`config.mk`:
```
export PLATFORM = sky130hd
export DESIGN_NAME = pit3_timer
export DESIGN_NICKNAME = d
export VERILOG_FILES = /design/src/rtl/pit3_pkg.sv /design/src/rtl/pit3_loader.sv /design/src/rtl/pit3_channel.sv /design/src/rtl/pit3_timer.sv
export SDC_FILE = /design/constraint.sdc
export NUM_CORES = 1
export LEC_CHECK = 0
export ABC_CLOCK_PERIOD_IN_PS = 3100
export CORE_MARGIN = 2
export CORE_UTILIZATION = 40
export CTS_BUF_LIST = sky130_fd_sc_hd__clkbuf_4 sky130_fd_sc_hd__clkbuf_8
export DETAILED_ROUTE_END_ITERATION = 10
export DONT_BUFFER_PORTS = 1
export HOLD_SLACK_MARGIN = 0.06
export MAX_ROUTING_LAYER = met4
export PLACE_DENSITY_LB_ADDON = 0.1
export SYNTH_ARGS = -nofsm -noshare
export SYNTH_HDL_FRONTEND = slang
export SYNTH_SLANG_ARGS = --single-unit
```
`constraint.sdc`:
```
create_clock -name clk -period 3.1 [get_ports clk]
set_input_delay 0.62 -clock clk [delete_from_list [all_inputs] [get_ports clk]]
set_output_delay 0.62 -clock clk [all_outputs]
set_load 0.02 [all_outputs]
```
`src/rtl/pit3_pkg.sv`:
```
package pit3_pkg;
  localparam int DATA_W = 8;

  localparam logic [1:0] CTRL_ADDR = 2'd3;
  localparam logic [1:0] FMT_HIGH  = 2'd2;
  localparam logic [1:0] FMT_BOTH  = 2'd3;
  localparam logic [2:0] MODE_ONESHOT  = 3'd0;
  localparam logic [2:0] MODE_PERIODIC = 3'd3;

  typedef enum logic [1:0] {
    PTR_FIRST  = 2'd0,
    PTR_SECOND = 2'd1,
    PTR_DONE   = 2'd2
  } byte_ptr_e;

  typedef struct packed {
    logic [1:0] sel;
    logic [1:0] fmt;
    logic [2:0] mode;
    logic       bcd;
  } ctrl_word_t;
endpackage

```
`src/rtl/pit3_loader.sv`:
```
module pit3_loader import pit3_pkg::*; #(
  parameter int NUM_CH = 3
) (
  input  logic                  clk,
  input  logic                  rst,
  input  logic                  wr_en,
  input  logic [1:0]            addr,
  input  logic [DATA_W-1:0]     wdata,
  output logic [DATA_W-1:0]     ctrl_q,
  output logic                  bcd_any,
  output logic [NUM_CH-1:0]     cfg_stb,
  output logic [2:0]            cfg_mode,
  output logic [NUM_CH-1:0]     ld_stb,
  output logic [2*DATA_W-1:0]   ld_val
);
  localparam logic [1:0] LAST_CH = 2'(NUM_CH - 1);

  ctrl_word_t         cw;
  byte_ptr_e          ptr_q;
  logic [DATA_W-1:0]  pend_q;
  logic [1:0]         fmt_q [NUM_CH];
  logic [NUM_CH-1:0]  bcd_q;
  logic               ctrl_hit;
  logic               data_hit;
  logic [1:0]         cur_fmt;

  assign cw       = ctrl_word_t'(wdata);
  assign ctrl_hit = wr_en && (addr == CTRL_ADDR);
  assign data_hit = wr_en && (addr != CTRL_ADDR) && (addr <= LAST_CH);
  assign cfg_mode = cw.mode;
  assign bcd_any  = |bcd_q;
  assign ld_val   = {wdata, (ptr_q == PTR_SECOND) ? pend_q : {DATA_W{1'b0}}};

  always_comb begin
    cur_fmt = 2'd0;
    for (int c = 0; c < NUM_CH; c++) begin
      cfg_stb[c] = ctrl_hit && (cw.sel == 2'(c));
      ld_stb[c]  = data_hit && (addr == 2'(c)) &&
                   (((fmt_q[c] == FMT_BOTH) && (ptr_q == PTR_SECOND)) ||
                    ((fmt_q[c] == FMT_HIGH) && (ptr_q == PTR_FIRST)));
      if (addr == 2'(c)) cur_fmt = fmt_q[c];
    end
  end

  always_ff @(posedge clk) begin
    if (rst) begin
      ctrl_q <= '0;
      ptr_q  <= PTR_FIRST;
      pend_q <= '0;
      bcd_q  <= '0;
      for (int c = 0; c < NUM_CH; c++) fmt_q[c] <= 2'd0;
    end else if (ctrl_hit) begin
      ctrl_q <= wdata;
      ptr_q  <= PTR_FIRST;
      pend_q <= '0;
      for (int c = 0; c < NUM_CH; c++) begin
        if (cw.sel == 2'(c)) begin
          fmt_q[c] <= cw.fmt;
          bcd_q[c] <= cw.bcd;
        end
      end
    end else if (data_hit) begin
      if (cur_fmt == FMT_BOTH) begin
        if (ptr_q == PTR_FIRST) begin
          pend_q <= wdata;
          ptr_q  <= PTR_SECOND;
        end else if (ptr_q == PTR_SECOND) begin
          ptr_q  <= PTR_DONE;
        end
      end else if (cur_fmt == FMT_HIGH) begin
        if (ptr_q == PTR_FIRST) ptr_q <= PTR_DONE;
      end
    end
  end

  // a load only ever comes from a data-port write
  assert_load_from_data_R3: assert property (@(posedge clk) disable iff (rst)
    (|ld_stb) |-> (wr_en && (addr != CTRL_ADDR)));

  // after completion, no load until a control write re-arms the pointer
  assert_done_blocks_load_R14: assert property (@(posedge clk) disable iff (rst)
    (ptr_q == PTR_DONE) |-> (ld_stb == '0));
endmodule

```
`src/rtl/pit3_channel.sv`:
```
module pit3_channel import pit3_pkg::*; #(
  parameter int CNT_W = 16
) (
  input  logic             clk,
  input  logic             rst,
  input  logic             tick,
  input  logic             cfg_stb,
  input  logic [2:0]       cfg_mode,
  input  logic             ld_stb,
  input  logic [CNT_W-1:0] ld_val,
  output logic             irq
);
  logic [CNT_W-1:0] cnt_q;
  logic [CNT_W-1:0] reload_q;
  logic [2:0]       mode_q;
  logic             running_q;
  logic             terminal;

  assign terminal = (cnt_q == CNT_W'(1));

  always_ff @(posedge clk) begin
    if (rst) begin
      cnt_q     <= '0;
      reload_q  <= '0;
      mode_q    <= MODE_ONESHOT;
      running_q <= 1'b0;
      irq       <= 1'b0;
    end else begin
      irq <= 1'b0;
      if (cfg_stb) begin
        mode_q    <= cfg_mode;
        running_q <= 1'b0;
      end else if (ld_stb) begin
        cnt_q     <= ld_val;
        reload_q  <= ld_val;
        running_q <= (mode_q == MODE_ONESHOT) || (mode_q == MODE_PERIODIC);
      end else if (tick && running_q) begin
        if (terminal) begin
          irq <= 1'b1;
          if (mode_q == MODE_PERIODIC) cnt_q <= reload_q;
          else                         running_q <= 1'b0;
        end else begin
          cnt_q <= cnt_q - CNT_W'(1);
        end
      end
    end
  end

  // a pulse only follows an enabled tick of a running channel
  assert_irq_after_tick_R12: assert property (@(posedge clk) disable iff (rst)
    irq |-> $past(tick && running_q));

  // one-shot channel is idle when it pulses
  assert_oneshot_stops_R5: assert property (@(posedge clk) disable iff (rst)
    (irq && (mode_q == MODE_ONESHOT)) |-> !running_q);

  // periodic channel keeps running across its pulse
  assert_periodic_runs_R6: assert property (@(posedge clk) disable iff (rst)
    (irq && (mode_q == MODE_PERIODIC)) |-> running_q);

  // a control write for this channel never coincides with a next-cycle pulse
  assert_cfg_wins_R13: assert property (@(posedge clk) disable iff (rst)
    cfg_stb |=> !irq);
endmodule

```
`src/rtl/pit3_timer.sv`:
```
module pit3_timer import pit3_pkg::*; #(
  parameter int NUM_CH = 3
) (
  input  logic              clk,
  input  logic              rst,
  input  logic              tick_en,
  input  logic              wr_en,
  input  logic              rd_en,
  input  logic [1:0]        addr,
  input  logic [7:0]        wdata,
  output logic [7:0]        rdata,
  output logic [NUM_CH-1:0] irq,
  output logic              bcd_err
);
  localparam int CNT_W = 2 * DATA_W;
  localparam logic [1:0] LAST_CH = 2'(NUM_CH - 1);

  logic [DATA_W-1:0] ctrl_q;
  logic [NUM_CH-1:0] cfg_stb;
  logic [2:0]        cfg_mode;
  logic [NUM_CH-1:0] ld_stb;
  logic [CNT_W-1:0]  ld_val;

  pit3_loader #(.NUM_CH(NUM_CH)) u_loader (
    .clk      (clk),
    .rst      (rst),
    .wr_en    (wr_en),
    .addr     (addr),
    .wdata    (wdata),
    .ctrl_q   (ctrl_q),
    .bcd_any  (bcd_err),
    .cfg_stb  (cfg_stb),
    .cfg_mode (cfg_mode),
    .ld_stb   (ld_stb),
    .ld_val   (ld_val)
  );

  for (genvar c = 0; c < NUM_CH; c++) begin : g_ch
    pit3_channel #(.CNT_W(CNT_W)) u_ch (
      .clk      (clk),
      .rst      (rst),
      .tick     (tick_en),
      .cfg_stb  (cfg_stb[c]),
      .cfg_mode (cfg_mode),
      .ld_stb   (ld_stb[c]),
      .ld_val   (ld_val),
      .irq      (irq[c])
    );
  end

  always_ff @(posedge clk) begin
    if (rst) rdata <= '0;
    else     rdata <= (rd_en && (addr == CTRL_ADDR)) ? ctrl_q : '0;
  end

  // programming a channel with the decimal flag raises the error output
  assert_bcd_flag_R10: assert property (@(posedge clk) disable iff (rst)
    (wr_en && (addr == CTRL_ADDR) && wdata[0] && (wdata[7:6] <= LAST_CH)) |=> bcd_err);

  // control readback carries the byte of a control write that just happened
  assert_readback_R2: assert property (@(posedge clk) disable iff (rst)
    (wr_en && (addr == CTRL_ADDR)) ##1 (rd_en && (addr == CTRL_ADDR)) |=> (rdata == $past(wdata, 2)));
endmodule

```
==> run summary <==
status: complete, no violations
leakage dissipation: 2.883 nW
Total GRT Usage: 21.89%
Synth Area per Inst: 8.228 um2
IO Pins: 27
Max Cap Viol: 0
Post-synth EDFFs: 6
CTS resizes: 0
layout cell share with drive strength beyond 1: 9.909%
Cell variety after synth: 73
CTS tree: yes
Synth Instances: 894
slew margin rel.: 55.58%
initial antenna violation count: 0
Tcrit/Tclk final: 79.97%
Yosys Warn Count: 0
Slew Viols, Final: 0
FF-to-FF Start: g_ch[2].u_ch.cnt_q[0]$_SDFFE_PP0P_
Final nets: 886
clk root buf: clkbuf_8
Routed Antenna Nets: 0
Seq/Total Area, Yosys: 40.55%
share of async-settable or async-resettable flops after synthesis: 0%
Yosys top cell area share: 38.10%
number of fill cells: 1828
core area: 18020 um2
Final TNS setup: 0 ps
r2r endpoint: g_ch[2].u_ch.cnt_q[11]$_SDFFE_PP0P_
routed vias/inst: 5.743
Max FO, Critical Path: 19
first-pass GRT wire length: 33020 um
hold_sp: rst
Die Wd: 139.6 um
slew at the pin with the worst max-slew slack: 666.3 ps
worst reg2reg path depth: 6
drt first-iter violations: 397
Hold WC Path Type: input pin to flip-flop
PD cells: 508.1 nW/um2
min Tclk post-route: 2479 ps
worst skew pair latency: 470 ps
pin count of the biggest net entering global routing: 124
final RePlAce weighted congestion: 0.8830
CP Launch Type: flip-flop
synthesized flop and latch total: 146
Crit path required time: 3470 ps
leading area contributor after synthesis: dfxtp_1
Final Hold Fails: 0
Initial Util: 40.81%
Setup CP Type: flip-flop to flip-flop
die area: 19490 um2
Post-Route WL: 20150 um
final setup skew: 16.83 ps
mapped cell area: 7356 um2
reg2reg setup slack: 620 ps
hold depth: 1
Tot Pwr: 3.978 mW
# diodes: 0
number of cell rows: 49
Synth Flop Type: dfxtp_1
hold buffers post-CTS: 0
Pre-antenna DRT Iters: 5
CTS H-Tree Depth: 4
DRC Markers: 0
CTS Buf Count: 17
IO Port Bufs: 0
detailed placement HPWL: 13470 um
postcts setup bufs: 0
Clock Sinks: 146
grt total ovfl: 0
syn_nets: 915
vias: 6357
RSZ-0062 raised after global routing: no
CTS max path bufs: 2
worst min-delay path endpoint: u_loader.ctrl_q[7]$_SDFFE_PP0P_
Routed WL per cell: 18.20 um
vias in the first global route: 6025
Die H: 139.6 um
top cells by area, synth: dfxtp_1 (38%), nor2_1 (7.2%), a21oi_1 (5.7%), nand2_1 (5.5%), mux2i_1 (3.3%)
achievable frequency: 403.4 MHz
Arrival @ worst endpoint: 2850 ps
Setup-failing EPs final: 0
Critical Path End Type: flip-flop
P&R area growth vs syn: 6.430%
Worst-path clk slew: 100 ps
Max VDD drop: 0.0002827 V
## through the flow
| stage | utilization [%] | cell area (um2) | hold slack (ps) | std cells | worst slack [ps] |
|---|---|---|---|---|---|
| finish | 43.43 | 7829 | 220.9 | 1107 | 620.8 |
| floorplan | - | 7356 | 429.6 | 894 | 830.5 |
| global route | 43.43 | 7829 | 176.7 | 1107 | 424.6 |
| detailed placement | 41.40 | 7462 | 435.8 | 1075 | 614.6 |
| global placement | 41.40 | 7462 | 431.5 | 1075 | 723.1 |
| CTS | 43.43 | 7829 | 182.0 | 1107 | 617.3 |
## cells in the final DEF (no fill, tap or decap), types with 11 or more instances in the layout
cell type  count
clkbuf_8      17
nor3_1        38
mux2i_1       24
o211ai_1      11
nor2_1       142
xor2_1        19
dfxtp_1      140
a311oi_1      18
o21ai_0       21
a211oi_1      22
nand2_1      107
xnor2_1       11
nand3_1       27
inv_1         12
buf_4         17
a21oi_1       84
## cell usage after synthesis (4+ instances only)
cell type and count:
a211oi_1 22, a21o_1 5, a21oi_1 84, a311oi_1 18, a31oi_1 9, and2_1 8, and3_1 5, buf_1 6
buf_2 16, buf_4 4, buf_6 4, clkbuf_1 34, dfxtp_1 140, edfxtp_1 6, ha_1 6, inv_1 12
mux2i_1 24, nand2_1 107, nand2b_1 4, nand3_1 27, nand4_1 8, nor2_1 142, nor3_1 38, nor3b_1 5
nor4_1 9, nor4_2 5, nor4_4 5, o211ai_1 11, o21ai_0 21, o41ai_1 4, or2_2 4, or3_1 7
or4_4 4, xnor2_1 11, xor2_1 19
## layer usage
metal / GRT usage [%] / part of all wire (%)
met5: - / 0
met4: 7.737 / 2.0
met3: 4.095 / 5.0
met2: 31.79 / 44
met1: 30.54 / 49
## how the worst max path moves through the flow
stage,startpoint,depth (start not counted),endpoint,slack (ps)
finish,g_ch[2].u_ch.cnt_q[0]$_SDFFE_PP0P_,6,g_ch[2].u_ch.cnt_q[11]$_SDFFE_PP0P_,620
detailed placement,g_ch[2].u_ch.cnt_q[1]$_SDFFE_PP0P_,7,g_ch[2].u_ch.cnt_q[11]$_SDFFE_PP0P_,610
global placement,wr_en,6,g_ch[2].u_ch.cnt_q[5]$_SDFFE_PP0P_,720
floorplan,addr[0],6,g_ch[2].u_ch.cnt_q[15]$_SDFFE_PP0P_,830
global route,g_ch[2].u_ch.cnt_q[1]$_SDFFE_PP0P_,7,g_ch[2].u_ch.cnt_q[11]$_SDFFE_PP0P_,420
CTS,g_ch[2].u_ch.cnt_q[1]$_SDFFE_PP0P_,7,g_ch[2].u_ch.cnt_q[11]$_SDFFE_PP0P_,620
## registers in the layout, indices dropped and copies added (netlist names)
| register | flops |
|---|---|
| u_loader.fmt_q | 6 |
| u_loader.ptr_q | 2 |
| g_ch.u_ch.cnt_q | 48 |
| u_loader.bcd_q | 3 |
| u_loader.pend_q | 8 |
| g_ch.u_ch.running_q | 3 |
| rdata | 8 |
| g_ch.u_ch.mode_q | 9 |
| u_loader.ctrl_q | 8 |
| g_ch.u_ch.reload_q | 48 |
| g_ch.u_ch.irq | 3 |
## kinds of logic after synthesis
| logic type | synth area share [%] |
|---|---|
| flops | 40.55 |
| simple gates | 28.39 |
| xor+xnor | 3.572 |
| buf+inv | 4.950 |
| mux | 3.725 |
| fa+ha+maj | 1.021 |
| compound gates | 17.79 |
## critical path, cell delays in order (launching register included)
cell and delay, ps:
dfxtp_1 420, ha_1 230, nor3b_1 400, nand4_4 260
o2111ai_4 550, o21ai_0 180, a311oi_1 330
## layout make-up
class                   instances  area (um2)  share of cell area (%)
clock buffers                  17       234.0                   2.989
repair buffers                 17       127.6                   1.630
multi-input cells             671        4020                   51.35
flip-flops and latches        146        2983                   38.10
inverters                      12       45.04                  0.5754
well taps                     229       286.5                   3.660
clock inverters                15       132.6                   1.694
## where the power goes
part	internal [mW]	switching [mW]
Combinational	0.254	0.309
Clock	0.587	0.841
Sequential	1.93	0.0570
Total	2.77	1.21
(Power assumes the default switching activity.)
